`src/rtl/i2c_seq_pkg.sv`:
```
package i2c_seq_pkg;

   typedef enum logic [2:0] {
      BC_NOP   = 3'd0,
      BC_START = 3'd1,
      BC_STOP  = 3'd2,
      BC_WRITE = 3'd3,
      BC_READ  = 3'd4
   } bit_cmd_e;

   typedef enum logic [2:0] {
      S_IDLE,
      S_START,
      S_XFER,
      S_ACK,
      S_STOP
   } seq_state_e;

   // command word flag positions
   localparam int CW_START = 7;
   localparam int CW_STOP  = 6;
   localparam int CW_READ  = 5;
   localparam int CW_WRITE = 4;
   localparam int CW_NACK  = 3;

endpackage

```
`src/rtl/i2c_seq_bitcnt.sv`:
```
module i2c_seq_bitcnt #(
   parameter int COUNT = 8
) (
   input  logic clk,
   input  logic rst_n,
   input  logic clr,
   input  logic inc,
   output logic last
);
   localparam int CNT_W = (COUNT > 1) ? $clog2(COUNT) : 1;
   localparam logic [CNT_W-1:0] LAST_V = CNT_W'(COUNT - 1);

   if (COUNT < 2) begin : g_bad_count
      $error("i2c_seq_bitcnt: COUNT must be at least 2");
   end

   logic [CNT_W-1:0] cnt_q;

   assign last = (cnt_q == LAST_V);

   always_ff @(posedge clk or negedge rst_n) begin
      if (!rst_n) begin
         cnt_q <= '0;
      end else if (clr) begin
         cnt_q <= '0;
      end else if (inc) begin
         cnt_q <= last ? '0 : cnt_q + 1'b1;
      end
   end
endmodule

```
`src/rtl/i2c_seq_shreg.sv`:
```
module i2c_seq_shreg #(
   parameter int W         = 8,
   parameter bit MSB_FIRST = 1'b1
) (
   input  logic         clk,
   input  logic         rst_n,
   input  logic         load,
   input  logic [W-1:0] load_val,
   input  logic         shift,
   input  logic         sin,
   output logic [W-1:0] nxt,
   output logic         sout
);
   if (W < 2) begin : g_bad_width
      $error("i2c_seq_shreg: W must be at least 2");
   end

   logic [W-1:0] sr_q;

   if (MSB_FIRST) begin : g_msb
      assign nxt  = {sr_q[W-2:0], sin};
      assign sout = sr_q[W-1];
   end else begin : g_lsb
      assign nxt  = {sin, sr_q[W-1:1]};
      assign sout = sr_q[0];
   end

   always_ff @(posedge clk or negedge rst_n) begin
      if (!rst_n) begin
         sr_q <= '0;
      end else if (load) begin
         sr_q <= load_val;
      end else if (shift) begin
         sr_q <= nxt;
      end
   end
endmodule

```
`src/rtl/i2c_byte_seq.sv`:
```
module i2c_byte_seq
   import i2c_seq_pkg::*;
#(
   parameter int DATA_W    = 8,
   parameter bit MSB_FIRST = 1'b1
) (
   input  logic              clk,
   input  logic              rst_n,
   input  logic              cmd_valid,
   input  logic [7:3]        cmd_word,
   input  logic [DATA_W-1:0] tx_byte,
   output logic [DATA_W-1:0] rx_byte,
   output logic              rx_ack,
   output logic              busy,
   output logic              done,
   output logic [2:0]        bit_cmd,
   output logic              bit_dout,
   input  logic              bit_ack,
   input  logic              bit_din,
   input  logic              arb_lost
);
   if (DATA_W < 2) begin : g_bad_data_w
      $error("i2c_byte_seq: DATA_W must be at least 2");
   end

   seq_state_e        state_q;
   bit_cmd_e          bcmd_q;
   logic              busy_q, done_q, ack_q;
   logic              f_stop_q, f_rd_q, f_wr_q, f_nack_q;
   logic [DATA_W-1:0] rx_q;

   logic              any_flag, accept, abort, step;
   logic              sh_shift, last_bit, sh_sout;
   logic [DATA_W-1:0] sh_nxt;

   assign any_flag = cmd_word[CW_START] | cmd_word[CW_STOP]
                   | cmd_word[CW_READ]  | cmd_word[CW_WRITE];
   assign accept   = (state_q == S_IDLE) && cmd_valid && any_flag;
   assign abort    = (state_q != S_IDLE) && arb_lost;
   assign step     = bit_ack && !abort;
   assign sh_shift = (state_q == S_XFER) && step;

   i2c_seq_shreg #(.W(DATA_W), .MSB_FIRST(MSB_FIRST)) u_shreg (
      .clk      (clk),
      .rst_n    (rst_n),
      .load     (accept),
      .load_val (tx_byte),
      .shift    (sh_shift),
      .sin      (bit_din),
      .nxt      (sh_nxt),
      .sout     (sh_sout)
   );

   i2c_seq_bitcnt #(.COUNT(DATA_W)) u_bitcnt (
      .clk   (clk),
      .rst_n (rst_n),
      .clr   (abort | accept),
      .inc   (sh_shift),
      .last  (last_bit)
   );

   always_ff @(posedge clk or negedge rst_n) begin
      if (!rst_n) begin
         state_q  <= S_IDLE;
         bcmd_q   <= BC_NOP;
         busy_q   <= 1'b0;
         done_q   <= 1'b0;
         ack_q    <= 1'b0;
         rx_q     <= '0;
         f_stop_q <= 1'b0;
         f_rd_q   <= 1'b0;
         f_wr_q   <= 1'b0;
         f_nack_q <= 1'b0;
      end else begin
         done_q <= 1'b0;
         if (abort) begin
            state_q  <= S_IDLE;
            bcmd_q   <= BC_NOP;
            busy_q   <= 1'b0;
            done_q   <= 1'b1;
            f_stop_q <= 1'b0;
            f_rd_q   <= 1'b0;
            f_wr_q   <= 1'b0;
            f_nack_q <= 1'b0;
         end else begin
            unique case (state_q)
               S_IDLE: begin
                  if (accept) begin
                     busy_q   <= 1'b1;
                     f_stop_q <= cmd_word[CW_STOP];
                     f_rd_q   <= cmd_word[CW_READ];
                     f_wr_q   <= cmd_word[CW_WRITE] & ~cmd_word[CW_READ];
                     f_nack_q <= cmd_word[CW_NACK];
                     if (cmd_word[CW_START]) begin
                        state_q <= S_START;
                        bcmd_q  <= BC_START;
                     end else if (cmd_word[CW_READ] | cmd_word[CW_WRITE]) begin
                        state_q <= S_XFER;
                        bcmd_q  <= cmd_word[CW_READ] ? BC_READ : BC_WRITE;
                     end else begin
                        state_q <= S_STOP;
                        bcmd_q  <= BC_STOP;
                     end
                  end
               end
               S_START: begin
                  if (step) begin
                     if (f_rd_q | f_wr_q) begin
                        state_q <= S_XFER;
                        bcmd_q  <= f_rd_q ? BC_READ : BC_WRITE;
                     end else if (f_stop_q) begin
                        state_q <= S_STOP;
                        bcmd_q  <= BC_STOP;
                     end else begin
                        state_q <= S_IDLE;
                        bcmd_q  <= BC_NOP;
                        busy_q  <= 1'b0;
                        done_q  <= 1'b1;
                     end
                  end
               end
               S_XFER: begin
                  if (step && last_bit) begin
                     if (f_rd_q) begin
                        rx_q <= sh_nxt;
                     end
                     state_q <= S_ACK;
                     bcmd_q  <= f_rd_q ? BC_WRITE : BC_READ;
                  end
               end
               S_ACK: begin
                  if (step) begin
                     if (f_wr_q) begin
                        ack_q <= bit_din;
                     end
                     if (f_stop_q) begin
                        state_q <= S_STOP;
                        bcmd_q  <= BC_STOP;
                     end else begin
                        state_q <= S_IDLE;
                        bcmd_q  <= BC_NOP;
                        busy_q  <= 1'b0;
                        done_q  <= 1'b1;
                     end
                  end
               end
               S_STOP: begin
                  if (step) begin
                     state_q <= S_IDLE;
                     bcmd_q  <= BC_NOP;
                     busy_q  <= 1'b0;
                     done_q  <= 1'b1;
                  end
               end
               default: begin
                  state_q <= S_IDLE;
                  bcmd_q  <= BC_NOP;
                  busy_q  <= 1'b0;
               end
            endcase
         end
      end
   end

   assign bit_cmd  = bcmd_q;
   assign bit_dout = (state_q == S_ACK) ? f_nack_q : sh_sout;
   assign rx_byte  = rx_q;
   assign rx_ack   = ack_q;
   assign busy     = busy_q;
   assign done     = done_q;
endmodule

```
`config.mk`:
```
export PLATFORM = sky130hd
export DESIGN_NAME = i2c_byte_seq
export DESIGN_NICKNAME = d
export VERILOG_FILES = /design/src/rtl/i2c_seq_pkg.sv /design/src/rtl/i2c_seq_bitcnt.sv /design/src/rtl/i2c_seq_shreg.sv /design/src/rtl/i2c_byte_seq.sv
export SDC_FILE = /design/constraint.sdc
export NUM_CORES = 1
export LEC_CHECK = 0
export CORE_ASPECT_RATIO = 0.5
export CORE_MARGIN = 2
export CORE_UTILIZATION = 51
export CTS_CLUSTER_DIAMETER = 100
export DETAILED_ROUTE_END_ITERATION = 6
export HOLD_SLACK_MARGIN = 0.02
export PLACE_DENSITY = 0.81
export SYNTH_ARGS = -nofsm -noshare
export SYNTH_HDL_FRONTEND = slang
export SYNTH_SLANG_ARGS = --single-unit
```
`constraint.sdc`:
```
create_clock -name clk -period 2.5 [get_ports clk]
set_input_delay 0.75 -clock clk [delete_from_list [all_inputs] [get_ports clk]]
set_output_delay 0.75 -clock clk [all_outputs]
set_load 0.005 [all_outputs]
```
==> results.md <==
- Net Sw Frac: 36.2%
- Final min period: 2.43 ns
- EDFF count, synth: 0
- Seq/Total Area, Yosys: 46.7%
- Die Y-Extent: 45.0 um
- Hold Buf Count CTS: 0
- Final Net Count: 233
- First-pass GRT wire length: 6.51 mm
- CP Data Required Time: 1.75 ns
- Final setup vio count: 0
- Global Route Usage Sum: 22.8%
- Skew final: 0.00410 ns
- Cell family with most CP delay: buffers and inverters
- Maximum root-to-sink buffer count: 2
- Commonest non-fill, non-tap cells in the layout: clkdlybuf4s50_1, dfrtp_1, a21oi_1, buf_4
- Worst vdd ir: 0.439 mV
- Initial antenna violation count: 0
- Max-cap violation count: 0
- Synth Area in Compound Gates: 16.0%
- Final hold vios: 0
- Period Utilization, post-route: 97.1%
- Area leader, netlist: dfrtp_1
- CTS sink count: 32
- R2r setup slk: 0.45 ns
- Netlist Area Pre-Place: 0.00171 mm^2
- Met1 track demand over resource: 31.4%
- Commonest non-fill, non-tap cell in the layout: clkdlybuf4s50_1
- Share of the synthesized area in the top cell type: 46.7%
- Post-layout util: 74.7%
- Ys async rst share: 100%
- Final WL: 3.98 mm
- Vias post-DR: 1434
- WP depth: 4
- Die width: 86.0 um
- Dpl hpwl: 2.89 mm
- Avg WL per Cell: 15.7 um
- Area of the die: 0.00387 mm^2
- H-tree levels: 2
- Worst-margin pin slew: 0.488 ns
- IO Port Bufs: 33
- Worst reg-to-reg path cell count: 6
- Unrepaired setup endpoints after global routing: no
- Synth top area cells: dfrtp_1, mux2_1, mux2i_1, a21oi_1, nand2_1
- Yosys reg bits: 32
- Clock Latency Late Sink: 0.29 ns
- Post-synthesis simple-gate area fraction: 16.7%
- Slowest stage delay, CP: 0.44 ns
- Net Switching: 0.851 mW
- 1st-pass router iterations: 4
- Clock slew at reported path FFs: 0.07 ns
- Hold crit path type: flip-flop to flip-flop
- Critical path launch point type: flip-flop
- Number of buffers created by CTS: 5
- Rows: 14
- Synth warnings: 0
- Final Max Slew Viols: 0
- Critical path class: flip-flop to primary output
- Max stage delay cell, worst path: clkdlybuf4s50_1
- Aggregate negative setup slack: 0 ns
- P_int: 1.50 mW
- Top FF cell, synth: dfrtp_1
- DRC errors left: 0
- DRT iter0 DRCs: 84
- Crit path cell chain: nor2b_4 -> nand2_1 -> mux2_2 -> clkdlybuf4s50_1
- Vias in the first global route: 1360
- WHS Path Cells: 1
- Adder-cell area share of the yosys netlist: 1.46%
- Avg Cell Area, Syn: 10.6 um^2
- CP bufs+invs: 1
- Initial Utilization: 55.3%
- CP Max Fanout: 2
- Netlist cell types: 43
- Post-Synth XOR/XNOR Area: 0%
- Core area: 0.00310 mm^2
- GR Overflow Total: 0
- Share of layout cells above drive strength 1: 16.4%
- CTS tree: yes
- Leakage: 1.02 nW
- Sequential power share: 33.3%
- Final ANT Viol Nets: 0
- Routing usage on met2: 35.5%
- Diode count: 0
- Largest net degree at the start of global routing: 33
- Clock Power Share: 21.3%
- Worst slew margin: 66.6%
- Post-synthesis cell count: 162
- IO Count: 34
- Post-synthesis mux area share: 15.1%
- Met3 Use GR: 6.03%
- Root buffer cell: clkbuf_8
- Peak Freq: 412 MHz
- Comb pwr share: 45.4%
- Nature of the critical path endpoint: primary output
- Syn nets: 183
- Worst Path Arrival: 1.68 ns
- Vias per inst: 5.67
- Outcome: complete, no violations
- Layout area overhead: 35.1%
- Largest family of logic cells by synthesized area: simple AND/OR/NAND/NOR gates
- Most Used Layer, Global Route: met2
- Power per cell area: 1020 mW/mm^2
- Routability cong.: 0.958
==> layer usage <==
layer | wire (um) | share of wire [%]
met3 | 207 | 5.2
met5 | 0 | 0
met2 | 1900 | 48
met1 | 1860 | 47
met4 | 24 | 0.60
==> power groups by stage <==
stage | logic, mW | registers (mW) | clock network (mW)
after global placement | 1.00 | 0.781 | 0
final | 1.07 | 0.785 | 0.501
after global routing | 1.17 | 0.803 | 0.535
after CTS | 1.05 | 0.783 | 0.513
after detailed placement | 1.03 | 0.789 | 0
after floorplan | 0.657 | 0.769 | 0
==> final cells by class <==
type / instances / area, um^2
inverters: 3 / 11.3
repair buffers: 51 / 490
multi-input cells: 119 / 852
clock buffers: 5 / 68.8
fillers: 229 / 785
well taps: 40 / 50.0
flip-flops and latches: 32 / 801
clock inverters: 3 / 42.5
==> Yosys cell counts, types with 2 or more instances <==
cell       n
dfrtp_1   32
a21oi_1   17
mux2_1    13
nand2_1   13
nor2_1    13
mux2i_1    9
nor3_1     5
nor2b_1    4
o21ai_0    4
buf_6      3
clkbuf_1   3
inv_1      3
nand3_1    3
o211ai_1   3
a211oi_1   2
a21o_1     2
ha_1       2
mux2_2     2
nand3b_1   2
nor2_4     2
o22ai_1    2
or3_1      2
==> sequential cells by signal, indices dropped and copies added (netlist names), 3 cells and up <==
signal / cells
bit_cmd: 3
rx_byte: 8
state_q: 3
u_bitcnt.cnt_q: 3
u_shreg.sr_q: 8
==> metrics by stage <==
| stage | instances | setup WS (ns) | power [mW] | hold WS (ns) | cell area (um^2) |
|---|---|---|---|---|---|
| 2_1_floorplan | 162 | 0.473 | 1.43 | 0.454 | 1710 |
| 3_3_place_gp | 244 | 0.0813 | 1.78 | 0.469 | 2190 |
| 3_5_place_dp | 244 | 0.0146 | 1.82 | 0.475 | 2190 |
| 4_1_cts | 252 | 0.0350 | 2.35 | 0.491 | 2310 |
| 5_1_grt | 253 | 0.0110 | 2.51 | 0.508 | 2320 |
| 6_report | 253 | 0.0726 | 2.35 | 0.486 | 2320 |
==> cells by family after synthesis <==
kind of cell,count (synthesis)
flip-flops,32
AND/OR/NAND/NOR,53
buffers and inverters,11
adder cells (fa/ha/maj),2
AO/OA/AOI/OAI,40
multiplexers,24
==> path summary, 6_finish.rpt <==
| path | from | end |
|---|---|---|
| worst max register to register | state_q[0] | rx_byte[3] |
| max in group asynchronous | rst_n | bit_cmd[1] |
| worst min-delay path | rx_byte[6] | rx_byte[6] |
| worst max-delay path | state_q[0] | bit_dout |
| min in group asynchronous | rst_n | u_shreg.sr_q[0] |
| worst min register to register | rx_byte[6] | rx_byte[6] |
==> timing repair <==
action,in CTS,in global routing
setup buffers,0,1
hold endpoints to repair,0,0
setup endpoints to repair,1,1
cloned,0,0
gates resized for setup,2,0
Power figures use the tool's default switching activity.
